`config.mk`:
```
export PLATFORM = sky130hd
export DESIGN_NAME = nand_feat_seq
export DESIGN_NICKNAME = d
export VERILOG_FILES = /design/src/rtl/nfs_pkg.sv /design/src/rtl/nfs_delay.sv /design/src/rtl/nfs_sync.sv /design/src/rtl/nfs_seq.sv /design/src/rtl/nand_feat_seq.sv
export SDC_FILE = /design/constraint.sdc
export NUM_CORES = 1
export LEC_CHECK = 0
export BUFFER_PORTS_ARGS = -buffer_cell sky130_fd_sc_hd__buf_4
export CORE_ASPECT_RATIO = 1.1
export CORE_MARGIN = 8
export CORE_UTILIZATION = 45
export CTS_CLUSTER_SIZE = 12
export DETAILED_ROUTE_END_ITERATION = 8
export MAX_ROUTING_LAYER = met4
export PLACE_DENSITY = 0.64
export SLEW_MARGIN = 20
export SYNTH_ARGS = -nofsm -noshare
export SYNTH_HDL_FRONTEND = slang
export SYNTH_HIERARCHICAL = 1
export SYNTH_SLANG_ARGS = --single-unit
```
`constraint.sdc`:
```
create_clock -name clk -period 3.66 [get_ports clk]
set_clock_uncertainty 0.1 [all_clocks]
set_input_delay 0.183 -clock clk [delete_from_list [all_inputs] [get_ports clk]]
set_output_delay 0.183 -clock clk [all_outputs]
set_load 0.05 [all_outputs]
```
`src/rtl/nfs_pkg.sv`:
```
`timescale 1ns/1ps
package nfs_pkg;

  typedef enum logic [3:0] {
    ST_IDLE, ST_CMD, ST_ADR, ST_ADL, ST_WR, ST_WB, ST_RDY, ST_RD, ST_DONE
  } nfs_state_e;

  localparam logic [7:0]  OPC_SET      = 8'hEF;
  localparam logic [7:0]  OPC_GET      = 8'hEE;
  localparam logic [7:0]  FA_ARRAY_OP  = 8'h90;
  localparam logic [31:0] ECC_ON_PARM  = 32'h0000_0008;
  localparam logic [31:0] ECC_OFF_PARM = 32'h0000_0000;

  function automatic int ns_to_cyc(input int ns, input int period);
    int c;
    c = (ns + period - 1) / period;
    return (c < 1) ? 1 : c;
  endfunction

endpackage

```
`src/rtl/nfs_delay.sv`:
```
`timescale 1ns/1ps
module nfs_delay #(
  parameter int CW = 8
) (
  input  logic          clk,
  input  logic          rst_n,
  input  logic          load,
  input  logic [CW-1:0] load_val,
  output logic          expired
);

  logic [CW-1:0] cnt_q, cnt_d;

  always_comb begin
    cnt_d = cnt_q;
    if (load)              cnt_d = load_val;
    else if (cnt_q != '0)  cnt_d = cnt_q - 1'b1;
  end

  always_ff @(posedge clk or negedge rst_n) begin
    if (!rst_n) cnt_q <= '0;
    else        cnt_q <= cnt_d;
  end

  assign expired = (cnt_q == '0);

endmodule

```
`src/rtl/nfs_sync.sv`:
```
`timescale 1ns/1ps
module nfs_sync #(
  parameter int STAGES = 2
) (
  input  logic clk,
  input  logic rst_n,
  input  logic d,
  output logic q
);

  logic [STAGES-1:0] sh_q;

  always_ff @(posedge clk or negedge rst_n) begin
    if (!rst_n) sh_q <= '1;
    else        sh_q <= {sh_q[STAGES-2:0], d};
  end

  assign q = sh_q[STAGES-1];

endmodule

```
`src/rtl/nfs_seq.sv`:
```
`timescale 1ns/1ps
module nfs_seq
  import nfs_pkg::*;
#(
  parameter int STROBE_CYC = 1,
  parameter int ADL_CYC    = 4,
  parameter int WB_CYC     = 7,
  parameter int WAIT_CYC   = 200,
  parameter int USE_RB     = 1,
  parameter int CW         = 10
) (
  input  logic          clk,
  input  logic          rst_n,
  input  logic          req_valid,
  input  logic          req_write,
  input  logic [7:0]    req_addr,
  input  logic [31:0]   req_wdata,
  input  logic          ecc_req_valid,
  input  logic          ecc_req_en,
  input  logic          rb_ready,
  input  logic [7:0]    dq_i,
  input  logic          tmr_expired,
  output logic          tmr_load,
  output logic [CW-1:0] tmr_val,
  output logic          ce_n,
  output logic          cle,
  output logic          ale,
  output logic          we_n,
  output logic          re_n,
  output logic [7:0]    dq_o,
  output logic          dq_oe,
  output logic          busy,
  output logic          done,
  output logic          err,
  output logic [31:0]   rdata,
  output logic          txn_ecc,
  output logic          txn_ecc_en
);

  localparam logic [CW-1:0] L_STROBE = CW'(STROBE_CYC - 1);
  localparam logic [CW-1:0] L_ADL    = CW'(ADL_CYC - 1);
  localparam logic [CW-1:0] L_WB     = CW'(WB_CYC - 1);
  localparam logic [CW-1:0] L_WAIT   = CW'(WAIT_CYC - 1);

  nfs_state_e  state_q, state_d;
  logic        hi_q, hi_d;
  logic [1:0]  idx_q, idx_d;
  logic        wr_q, wr_d, ecc_q, ecc_d, ecen_q, ecen_d, err_q, err_d;
  logic [7:0]  addr_q, addr_d;
  logic [31:0] wdata_q, wdata_d, rdata_q, rdata_d;
  logic        strobe_st, ready_go;

  assign strobe_st = (state_q == ST_CMD) || (state_q == ST_ADR) ||
                     (state_q == ST_WR)  || (state_q == ST_RD);

  always_comb begin
    state_d = state_q; hi_d = hi_q; idx_d = idx_q;
    wr_d = wr_q; ecc_d = ecc_q; ecen_d = ecen_q; err_d = err_q;
    addr_d = addr_q; wdata_d = wdata_q; rdata_d = rdata_q;
    tmr_load = 1'b0; tmr_val = '0; ready_go = 1'b0;
    case (state_q)
      ST_IDLE: begin
        if (ecc_req_valid || req_valid) begin
          ecc_d   = ecc_req_valid;
          ecen_d  = ecc_req_en;
          wr_d    = ecc_req_valid ? 1'b1 : req_write;
          addr_d  = ecc_req_valid ? FA_ARRAY_OP : req_addr;
          wdata_d = ecc_req_valid ? (ecc_req_en ? ECC_ON_PARM : ECC_OFF_PARM)
                                  : req_wdata;
          err_d = 1'b0; hi_d = 1'b0; idx_d = 2'd0;
          state_d = ST_CMD; tmr_load = 1'b1; tmr_val = L_STROBE;
        end
      end
      ST_CMD, ST_ADR, ST_WR, ST_RD: begin
        if (tmr_expired) begin
          tmr_load = 1'b1; tmr_val = L_STROBE;
          if (!hi_q) begin
            hi_d = 1'b1;
            if (state_q == ST_RD) rdata_d[{idx_q, 3'b000} +: 8] = dq_i;
          end else begin
            hi_d = 1'b0;
            case (state_q)
              ST_CMD: state_d = ST_ADR;
              ST_ADR: begin
                state_d = wr_q ? ST_ADL : ST_WB;
                tmr_val = wr_q ? L_ADL : L_WB;
              end
              ST_WR: begin
                if (idx_q == 2'd3) begin state_d = ST_WB; tmr_val = L_WB; end
                else idx_d = idx_q + 2'd1;
              end
              default: begin
                if (idx_q == 2'd3) begin state_d = ST_DONE; tmr_load = 1'b0; end
                else idx_d = idx_q + 2'd1;
              end
            endcase
          end
        end
      end
      ST_ADL: if (tmr_expired) begin
        state_d = ST_WR; idx_d = 2'd0; tmr_load = 1'b1; tmr_val = L_STROBE;
      end
      ST_WB: if (tmr_expired) begin
        state_d = ST_RDY; tmr_load = 1'b1; tmr_val = L_WAIT;
      end
      ST_RDY: begin
        if (USE_RB != 0) begin
          if (rb_ready) ready_go = 1'b1;
          else if (tmr_expired) begin err_d = 1'b1; state_d = ST_DONE; end
        end else if (tmr_expired) ready_go = 1'b1;
        if (ready_go) begin
          if (wr_q) state_d = ST_DONE;
          else begin
            state_d = ST_RD; idx_d = 2'd0; hi_d = 1'b0;
            tmr_load = 1'b1; tmr_val = L_STROBE;
          end
        end
      end
      ST_DONE: state_d = ST_IDLE;
      default: state_d = ST_IDLE;
    endcase
  end

  always_ff @(posedge clk or negedge rst_n) begin
    if (!rst_n) begin
      state_q <= ST_IDLE; hi_q <= 1'b0; idx_q <= 2'd0;
      wr_q <= 1'b0; ecc_q <= 1'b0; ecen_q <= 1'b0; err_q <= 1'b0;
      addr_q <= 8'h00; wdata_q <= '0; rdata_q <= '0;
    end else begin
      state_q <= state_d; hi_q <= hi_d; idx_q <= idx_d;
      wr_q <= wr_d; ecc_q <= ecc_d; ecen_q <= ecen_d; err_q <= err_d;
      addr_q <= addr_d; wdata_q <= wdata_d; rdata_q <= rdata_d;
    end
  end

  assign ce_n  = (state_q == ST_IDLE) || (state_q == ST_DONE);
  assign cle   = (state_q == ST_CMD);
  assign ale   = (state_q == ST_ADR);
  assign dq_oe = strobe_st && (state_q != ST_RD);
  assign we_n  = !(dq_oe && !hi_q);
  assign re_n  = !((state_q == ST_RD) && !hi_q);
  assign dq_o  = (state_q == ST_CMD) ? (wr_q ? OPC_SET : OPC_GET) :
                 (state_q == ST_ADR) ? addr_q : wdata_q[{idx_q, 3'b000} +: 8];
  assign busy  = (state_q != ST_IDLE);
  assign done  = (state_q == ST_DONE);
  assign err   = done && err_q;
  assign rdata = rdata_q;
  assign txn_ecc    = ecc_q;
  assign txn_ecc_en = ecen_q;


  cle_ale_excl_chk: assert property (@(posedge clk) disable iff (!rst_n)
    !(cle && ale));

  we_re_excl_chk: assert property (@(posedge clk) disable iff (!rst_n)
    !(!we_n && !re_n));

  done_pulse_chk: assert property (@(posedge clk) disable iff (!rst_n)
    done |=> !done);

  busy_hold_chk: assert property (@(posedge clk) disable iff (!rst_n)
    (busy && !done) |=> busy);

  read_no_drive_chk: assert property (@(posedge clk) disable iff (!rst_n)
    !re_n |-> !dq_oe);

endmodule

```
`src/rtl/nand_feat_seq.sv`:
```
`timescale 1ns/1ps
module nand_feat_seq
  import nfs_pkg::*;
#(
  parameter int CLK_PERIOD_NS = 20,
  parameter int T_ADL_NS      = 70,
  parameter int T_WB_NS       = 100,
  parameter int T_FIX_NS      = 600,
  parameter int TIMEOUT_CYC   = 5000,
  parameter int STROBE_CYC    = 1,
  parameter int USE_RB        = 1,
  parameter int SYNC_STAGES   = 2
) (
  input  logic        clk,
  input  logic        rst_n,
  input  logic        req_valid,
  input  logic        req_write,
  input  logic [7:0]  req_addr,
  input  logic [31:0] req_wdata,
  input  logic        ecc_req_valid,
  input  logic        ecc_req_en,
  output logic        busy,
  output logic        done,
  output logic        err,
  output logic [31:0] rdata,
  output logic        ecc_on,
  output logic        nand_ce_n,
  output logic        nand_cle,
  output logic        nand_ale,
  output logic        nand_we_n,
  output logic        nand_re_n,
  output logic [7:0]  nand_dq_o,
  output logic        nand_dq_oe,
  input  logic [7:0]  nand_dq_i,
  input  logic        nand_rb_n
);

  localparam int ADL_CYC  = ns_to_cyc(T_ADL_NS, CLK_PERIOD_NS);
  localparam int WB_CYC   = ns_to_cyc(T_WB_NS, CLK_PERIOD_NS) + SYNC_STAGES;
  localparam int FIX_CYC  = ns_to_cyc(T_FIX_NS, CLK_PERIOD_NS);
  localparam int WAIT_CYC = (USE_RB != 0) ? TIMEOUT_CYC : FIX_CYC;
  localparam int CW = $clog2(WAIT_CYC + ADL_CYC + WB_CYC + STROBE_CYC + 4) + 1;

  logic          rb_ready, tmr_load, tmr_expired, txn_ecc, txn_ecc_en;
  logic [CW-1:0] tmr_val;
  logic          ecc_on_q, ecc_on_d;

  nfs_sync #(.STAGES(SYNC_STAGES)) rb_sync_i (
    .clk(clk), .rst_n(rst_n), .d(nand_rb_n), .q(rb_ready));

  nfs_delay #(.CW(CW)) tmr_i (
    .clk(clk), .rst_n(rst_n), .load(tmr_load), .load_val(tmr_val),
    .expired(tmr_expired));

  nfs_seq #(
    .STROBE_CYC(STROBE_CYC), .ADL_CYC(ADL_CYC), .WB_CYC(WB_CYC),
    .WAIT_CYC(WAIT_CYC), .USE_RB(USE_RB), .CW(CW)
  ) seq_i (
    .clk(clk), .rst_n(rst_n),
    .req_valid(req_valid), .req_write(req_write), .req_addr(req_addr),
    .req_wdata(req_wdata), .ecc_req_valid(ecc_req_valid),
    .ecc_req_en(ecc_req_en), .rb_ready(rb_ready), .dq_i(nand_dq_i),
    .tmr_expired(tmr_expired), .tmr_load(tmr_load), .tmr_val(tmr_val),
    .ce_n(nand_ce_n), .cle(nand_cle), .ale(nand_ale), .we_n(nand_we_n),
    .re_n(nand_re_n), .dq_o(nand_dq_o), .dq_oe(nand_dq_oe),
    .busy(busy), .done(done), .err(err), .rdata(rdata),
    .txn_ecc(txn_ecc), .txn_ecc_en(txn_ecc_en));

  always_comb begin
    ecc_on_d = ecc_on_q;
    if (done && !err && txn_ecc) ecc_on_d = txn_ecc_en;
  end

  always_ff @(posedge clk or negedge rst_n) begin
    if (!rst_n) ecc_on_q <= 1'b0;
    else        ecc_on_q <= ecc_on_d;
  end

  assign ecc_on = ecc_on_q;


  ecc_flag_chk: assert property (@(posedge clk) disable iff (!rst_n)
    (ecc_on != $past(ecc_on)) |-> $past(done));

  idle_bus_chk: assert property (@(posedge clk) disable iff (!rst_n)
    !busy |-> (nand_ce_n && nand_we_n && nand_re_n && !nand_dq_oe));

endmodule

```
== After elaboration in Yosys (flattened, before gate mapping) ==
Cells that the tools add are included.

* Register bits: 100
* Latch bits: 0
* RAM bits: 0
* Memory bits (read-only): 0
* Input bits: 55
* Output and inout bits: 50
* Word-level logic and storage cells: 138
* Memories: 0

* $add $sub $neg: 3
* Multiply operators: 0
* Div/mod/pow operators: 0
* $lt $le $gt $ge: 0
* Equality and inequality tests: 25
* Shifts and indexed selects: 3
* Muxes and demuxes: 60
* Bitwise operators: 1
* Reductions and logical operators: 33

{| class="wikitable"
|+ Operators with widths
! operator !! number
|-
| 14-bit two-way mux || 4
|-
| 14-bit case mux with 2 select lines || 2
|-
| 4-bit two-way mux || 12
|-
| 32-bit bitwise mux || 1
|-
| 32-bit two-way mux || 1
|-
| 8-bit by 7-bit variable shift with 32-bit output, first input constant || 1
|-
| 32-bit by 6-bit indexed part select with 8-bit output || 1
|-
| 8-bit by 7-bit indexed part select with 32-bit output || 1
|-
| 8-bit two-way mux || 3
|-
| 4-bit case mux with 5 select lines || 1
|-
| 1-bit two-way mux || 19
|-
| 9-bit AND reduction || 2
|-
| 4-bit by 3-bit equality test with 1-bit output, second input constant || 4
|-
| 2-bit two-way mux || 8
|-
| 14-bit zero test || 1
|-
| 2-bit by 1-bit != test with 1-bit output, second input constant || 7
|-
| 14-bit nonzero test || 1
|-
| 14-bit by 1-bit subtractor with 14-bit output, second input constant || 1
|-
| 13-bit two-way mux || 1
|-
| 4-bit case mux with 3 select lines || 1
|-
| 3-bit two-way mux || 3
|-
| 4-bit by 2-bit equality test with 1-bit output, second input constant || 2
|-
| 2-bit != test, second input constant || 4
|-
| 4-bit by 3-bit != test with 1-bit output, second input constant || 2
|-
| other kinds (26) || 42
|}

== Depth between registers and ports, before layout ==
* Word-level depth: 7
* Depth in mapped cells: 13
* Mapped depth without buffers: 10

== Modules after synthesis ==
Netlist, hierarchy kept.

{| class="wikitable"
|+ Modules (own cells, without submodules)
! module !! instances !! cells an instance !! area each (µm²) !! seq. area each (µm²)
|-
| nfs_seq || 1 || 485 || 4260.3 || 2077.0
|-
| nfs_delay || 1 || 77 || 825.8 || 350.3
|-
| nand_feat_seq || 1 || 3 || 60.1 || 25.0
|-
| nfs_sync || 1 || 2 || 52.6 || 52.6
|}

== Worst setup path before layout ==
OpenSTA, ideal clock, no wires.

* Path type: reg2reg
* Start: register seq_i.state_q[2]
* End: register tmr_i.cnt_q[1]
* Setup time: 0.087 ns
* Data arrival time: 3.151 ns
* Data required time: 3.473 ns
* Path slack: 0.322 ns
* Stages on the path, launching flop included: 10
* Buffers on the path: 2
* Clock period less this slack: 3.338 ns
* Path through: dfrtp_1 -> buf_2 -> xnor2_2 -> nor2b_1 -> nor3_1 -> nor2_1 -> o221ai_1 -> clkbuf_1 -> nor2_1 -> a211oi_2

* Word-level cells in the longest chain between the ends: 7
* Elaborated cells between the ends (all ways): 21
* Classes of those cells: 7 x eq/ne; 9 x mux; 5 x reduce/logical

{| class="wikitable"
|+ RTL lines
! item !! RTL line !! RTL
|-
| start: declaration || nfs_seq.sv:45 || <nowiki>nfs_state_e state_q, state_d;</nowiki>
|-
| start signal: assignment || nfs_seq.sv:130 || <nowiki>state_q <= state_d; hi_q <= hi_d; idx_q <= idx_d;</nowiki>
|-
| 4-bit by 1-bit equality test with 1-bit output (tied with other cells) || nfs_seq.sv:61, nfs_seq.sv:82 ||
|-
| 3-bit OR reduction (no source line) || - ||
|-
| 1-bit two-way mux || nfs_seq.sv:82 || <nowiki>case (state_q)</nowiki>
|-
| 1-bit two-way mux || nfs_seq.sv:77 || <nowiki>if (!hi_q) begin</nowiki>
|-
| 1-bit two-way mux || nfs_seq.sv:75 || <nowiki>if (tmr_expired) begin</nowiki>
|-
| 1-bit case mux with 4 select lines (*) || nfs_seq.sv:61 || <nowiki>case (state_q)</nowiki>
|-
| named net tmr_load || nand_feat_seq.sv:44 || <nowiki>logic rb_ready, tmr_load, tmr_expired, txn_ecc, txn_ecc_en;</nowiki>
|-
| 14-bit two-way mux / 2-bit nonzero test (equally long branches) || - ||
|-
| end signal: assignment || nfs_delay.sv:22 || <nowiki>else cnt_q <= cnt_d;</nowiki>
|-
| end: declaration || nfs_delay.sv:12 || <nowiki>logic [CW-1:0] cnt_q, cnt_d;</nowiki>
|}

Mark *: on every way through the listed nets, which the timed path passes. The rest lies on a longest branch.
A chain may end at the register's enable or synchronous reset.

== Worst setup path in the final report ==
* Start: register tmr_i.cnt_q[0]
* End: register tmr_i.cnt_q[10]

* Word-level cells in the longest chain between the ends: 4
* Elaborated cells between the ends (all ways): 11
* Classes of those cells: 1 x add/sub; 7 x mux; 3 x reduce/logical

{| class="wikitable"
|+ RTL lines
! item !! RTL line !! RTL
|-
| 14-bit zero test (*) || nfs_delay.sv:25 || <nowiki>assign expired = (cnt_q == '0);</nowiki>
|-
| named net tmr_expired || nand_feat_seq.sv:44 ||
|-
| 1-bit two-way mux (on tied branches) || nfs_seq.sv:100, nfs_seq.sv:103, nfs_seq.sv:75 ||
|-
| 1-bit case mux with 4 select lines (*) || nfs_seq.sv:61 ||
|-
| named net tmr_load || nand_feat_seq.sv:44 ||
|-
| 14-bit two-way mux / 2-bit nonzero test (equally long branches) || - ||
|}

Mark *: on every way through the listed nets, which the timed path passes. The rest lies on a longest branch. The select of a mux whose other input is x is not followed.

==> flow_metrics.tcl <==
set metrics [dict create \
    yosysTopAreaCell "dfrtp_1" \
    ff2ff_setup_slack_ns 0.81 \
    cts.sinks 100 \
    cp_slowest_cell "dfrtp_1" \
    synth_top_family_by_area "simple AND/OR/NAND/NOR gates" \
    post-cts-setup-buffer-count 0 \
    cts_tree "built" \
    vias 4203 \
    area.growth.synth_to_final_pct 25.1 \
    start_util_pct 45.6 \
    rsz0062_at_grt "no" \
    synth.top_cell.area_share_pct 47.2 \
    first_pass_iters 4 \
    worstPathArrival_ns 2.97 \
    setup_viol_count_final 0 \
    grt_max_degree 84 \
    end_kind "flop" \
    synthArstFlopShare_pct 100 \
    post-route-period-util_pct 77.9 \
    ys_seq_elements 100 \
    hold_slack_ns 0.00409 \
    fin_nets 729 \
    path_clk_slew_ns 0.07 \
    p_sw_share_pct 43.9 \
    max_slew_margin_pct 54.4 \
    synth_most_common_cell "nand2_1" \
    comb_power_share_pct 47.2 \
    p_clk_share_pct 18.5 \
    yosys.area_share.simple_pct 24.7 \
    timing.final.max_slew_violations 0 \
    n_fill_cell 1043 \
    startpoint "tmr_i/cnt_q[0]" \
    drive_above_1_share_pct 22.7 \
    fmax_mhz 351 \
    antenna_cells 0 \
    routabilityCongestion 0.870 \
    highest_layer "met4" \
    grt_usage_pct 17.5 \
    cts_root_buffer "clkbuf_16" \
    min_path_type "input pin to flop" \
    r2r_end "tmr_i/cnt_q[10]" \
    htree_levels 3 \
    drt_iter0_markers 337 \
    synthXorXnorAreaFrac_pct 2.00 \
    synth_edf_count 0 \
    rr_worst_depth 12 \
    clk_latency_ns 0.34 \
    dp_hpwl_mm 9.14 \
    ys_seq_area_share_pct 48.2 \
    routedWlPerCell_um 15.3 \
    worstMarginPinSlew_ns 0.684 \
    syn_avg_cell_area_um2 9.17 \
    die_w_um 118 \
    switchingPower_mw 2.31 \
    die_h_um 129 \
    crit_top_cell "buf_4" \
    p_int_mw 2.96 \
    synth_top_cells_by_area "dfrtp_1 47%, nand2_1 11%, o21ai_0 7.4%, nand2b_1 4.9%, mux4_2 3.5%" \
    maxCapViolCount 0 \
    crit_path_start_kind "flop" \
    synthMuxAreaShare_pct 4.79 \
    worstPathRequired_ns 3.78 \
    syn_area_um2 5200 \
    outcome "complete, no violations" \
    syn_inst 567 \
    synth-compound-area-share_pct 13.8 \
    min_period_ns 2.85 \
    cpPeakStageDelay_ns 0.41 \
    critPathKind "flop to flop" \
    numCtsBuffers 9 \
    finalHoldViolations 0 \
    yosys_warnings 6 \
    core_um2 11400 \
    dr_wl_met2_mm 5.91 \
    ys_top_cells_by_count "147 x nand2_1, 98 x dfrtp_1, 77 x o21ai_0" \
    cts_max_path_buffers 2 \
    crit_end "tmr_i/cnt_q[10]" \
    wirelength_mm 12.6 \
    setup-tns-final_ns 0 \
    drc 0 \
    fp-row-count 41 \
    dieArea_um2 15300 \
    pin_count 105 \
    worstPathCellList "inv_1 > ha_1 > nor3b_4 > and4_1 > buf_4 > nand2_1 > nor2_1 > a31oi_1 > o221ai_1 > buf_4 > nor2b_1 > a221o_1" \
    grt_pass1_vias 4362 \
    ys_types 59 \
    grt_pass1_wl_mm 21.4 \
    routedLengthMet1_mm 5.94 \
    portBuffers 104 \
    wl_met3_um 514 \
    grt_overflow_total 0 \
    critPathMaxFanout 24 \
    seqPwrFrac_pct 34.3 \
    ant_nets 0 \
    synthAdderAreaFrac_pct 1.44 \
    antenna_found_initial 0 \
    p_leak_nw 2.97 \
    cellPowerDensity_nw_per_um2 810 \
    synthFlopType "dfrtp_1" \
    r2r-start "tmr_i/cnt_q[0]" \
    max-vdd-ir-drop_v 0.000421 \
    vias_per_cell 5.11 \
]
[state kept, by name (all words and copies together) (netlist names), 2 cells and up]
register        flops
seq_i/addr_q        8
seq_i/rdata        32
seq_i/state_q       4
tmr_i/cnt_q        14
rb_sync_i/sh_q      2
seq_i/wdata_q      32
seq_i/idx_q         2
[layout by cell type (no fill, tap or decap), types with 8 or more instances in the layout]
cell	count
dfrtp_1	98
nand2_1	147
xnor2_1	10
nor3_1	8
buf_4	110
o21ai_0	77
nand3_1	8
dlygate4sd3_1	16
nand2b_1	41
nor2_1	22
nor2b_1	11
o31ai_1	8
inv_1	12
a22o_1	8
clkbuf_16	9
mux4_2	8
[worst min-delay path by stage]
stage                   endpoint          start  cells after the start  slack, ns
2_1_floorplan             ecc_on          rst_n                      0      -0.21
3_3_place_gp     tmr_i/cnt_q[11]          rst_n                      1       0.11
3_5_place_dp     tmr_i/cnt_q[11]          rst_n                      1       0.11
5_1_grt        seq_i/wdata_q[21]  req_wdata[21]                      3      0.009
4_1_cts        seq_i/wdata_q[20]  req_wdata[20]                      3    0.00005
6_report       seq_i/wdata_q[14]  req_wdata[14]                      3      0.004
[cell type report]
cell class	instances	area (um2)	share of cell area [%]
Inverter	13	48.8	0.750
Clock inverter	6	68.8	1.06
Timing Repair Buffer	126	986	15.2
Sequential cell	100	2500	38.5
Tap cell	150	188	2.89
Clock buffer	10	239	3.67
Multi-Input combinational cell	418	2470	38.0
[metal layers]
layer	GRT usage, %	up-vias
met2	26.9	110
met5	-	-
met1	22.9	1975
li1	-	2104
met3	3.07	14
met4	6.85	0
[worst max-delay path, delay by kind of cell, from the launching register on]
family | cells | cell delay [ns]
compound gates | 3 | 0.56
fa+ha+maj | 1 | 0.18
buf+inv | 3 | 0.61
flops | 1 | 0.41
simple gates | 5 | 0.86
[power groups by stage]
stage	clock, mW	sequential, mW	combinational [mW]
finish	0.975	1.81	2.48
global route	1.04	1.87	2.74
CTS	1.00	1.81	2.51
detailed placement	0	1.83	2.49
global placement	0	1.81	2.44
floorplan	0	1.72	1.92
[logic make-up after synthesis]
kind of cell,after synthesis
muxes,13
adders and majority gates,6
buffers and inverters,55
DFF,100
AOI/OAI and AO/OA,119
other,1
and+or+nand+nor,262
xor gates and xnor gates,11
[repair_timing]
action | CTS | global route
gates resized for setup | 0 | 0
hold buffers | 16 | 0
endpoints found under the hold margin | 56 | 0
[metrics by stage]
step	setup WS [ns]	power (mW)	cell area (um2)	util (%)	instances
finish	0.811	5.27	6500	57.1	823
global route	0.587	5.66	6500	57.1	823
CTS	0.783	5.32	6500	57.1	823
detailed placement	0.815	4.32	6040	53.0	791
global placement	0.926	4.25	6040	53.0	791
floorplan	0.322	3.64	5220	-	573
(Power assumes the default switching activity.)
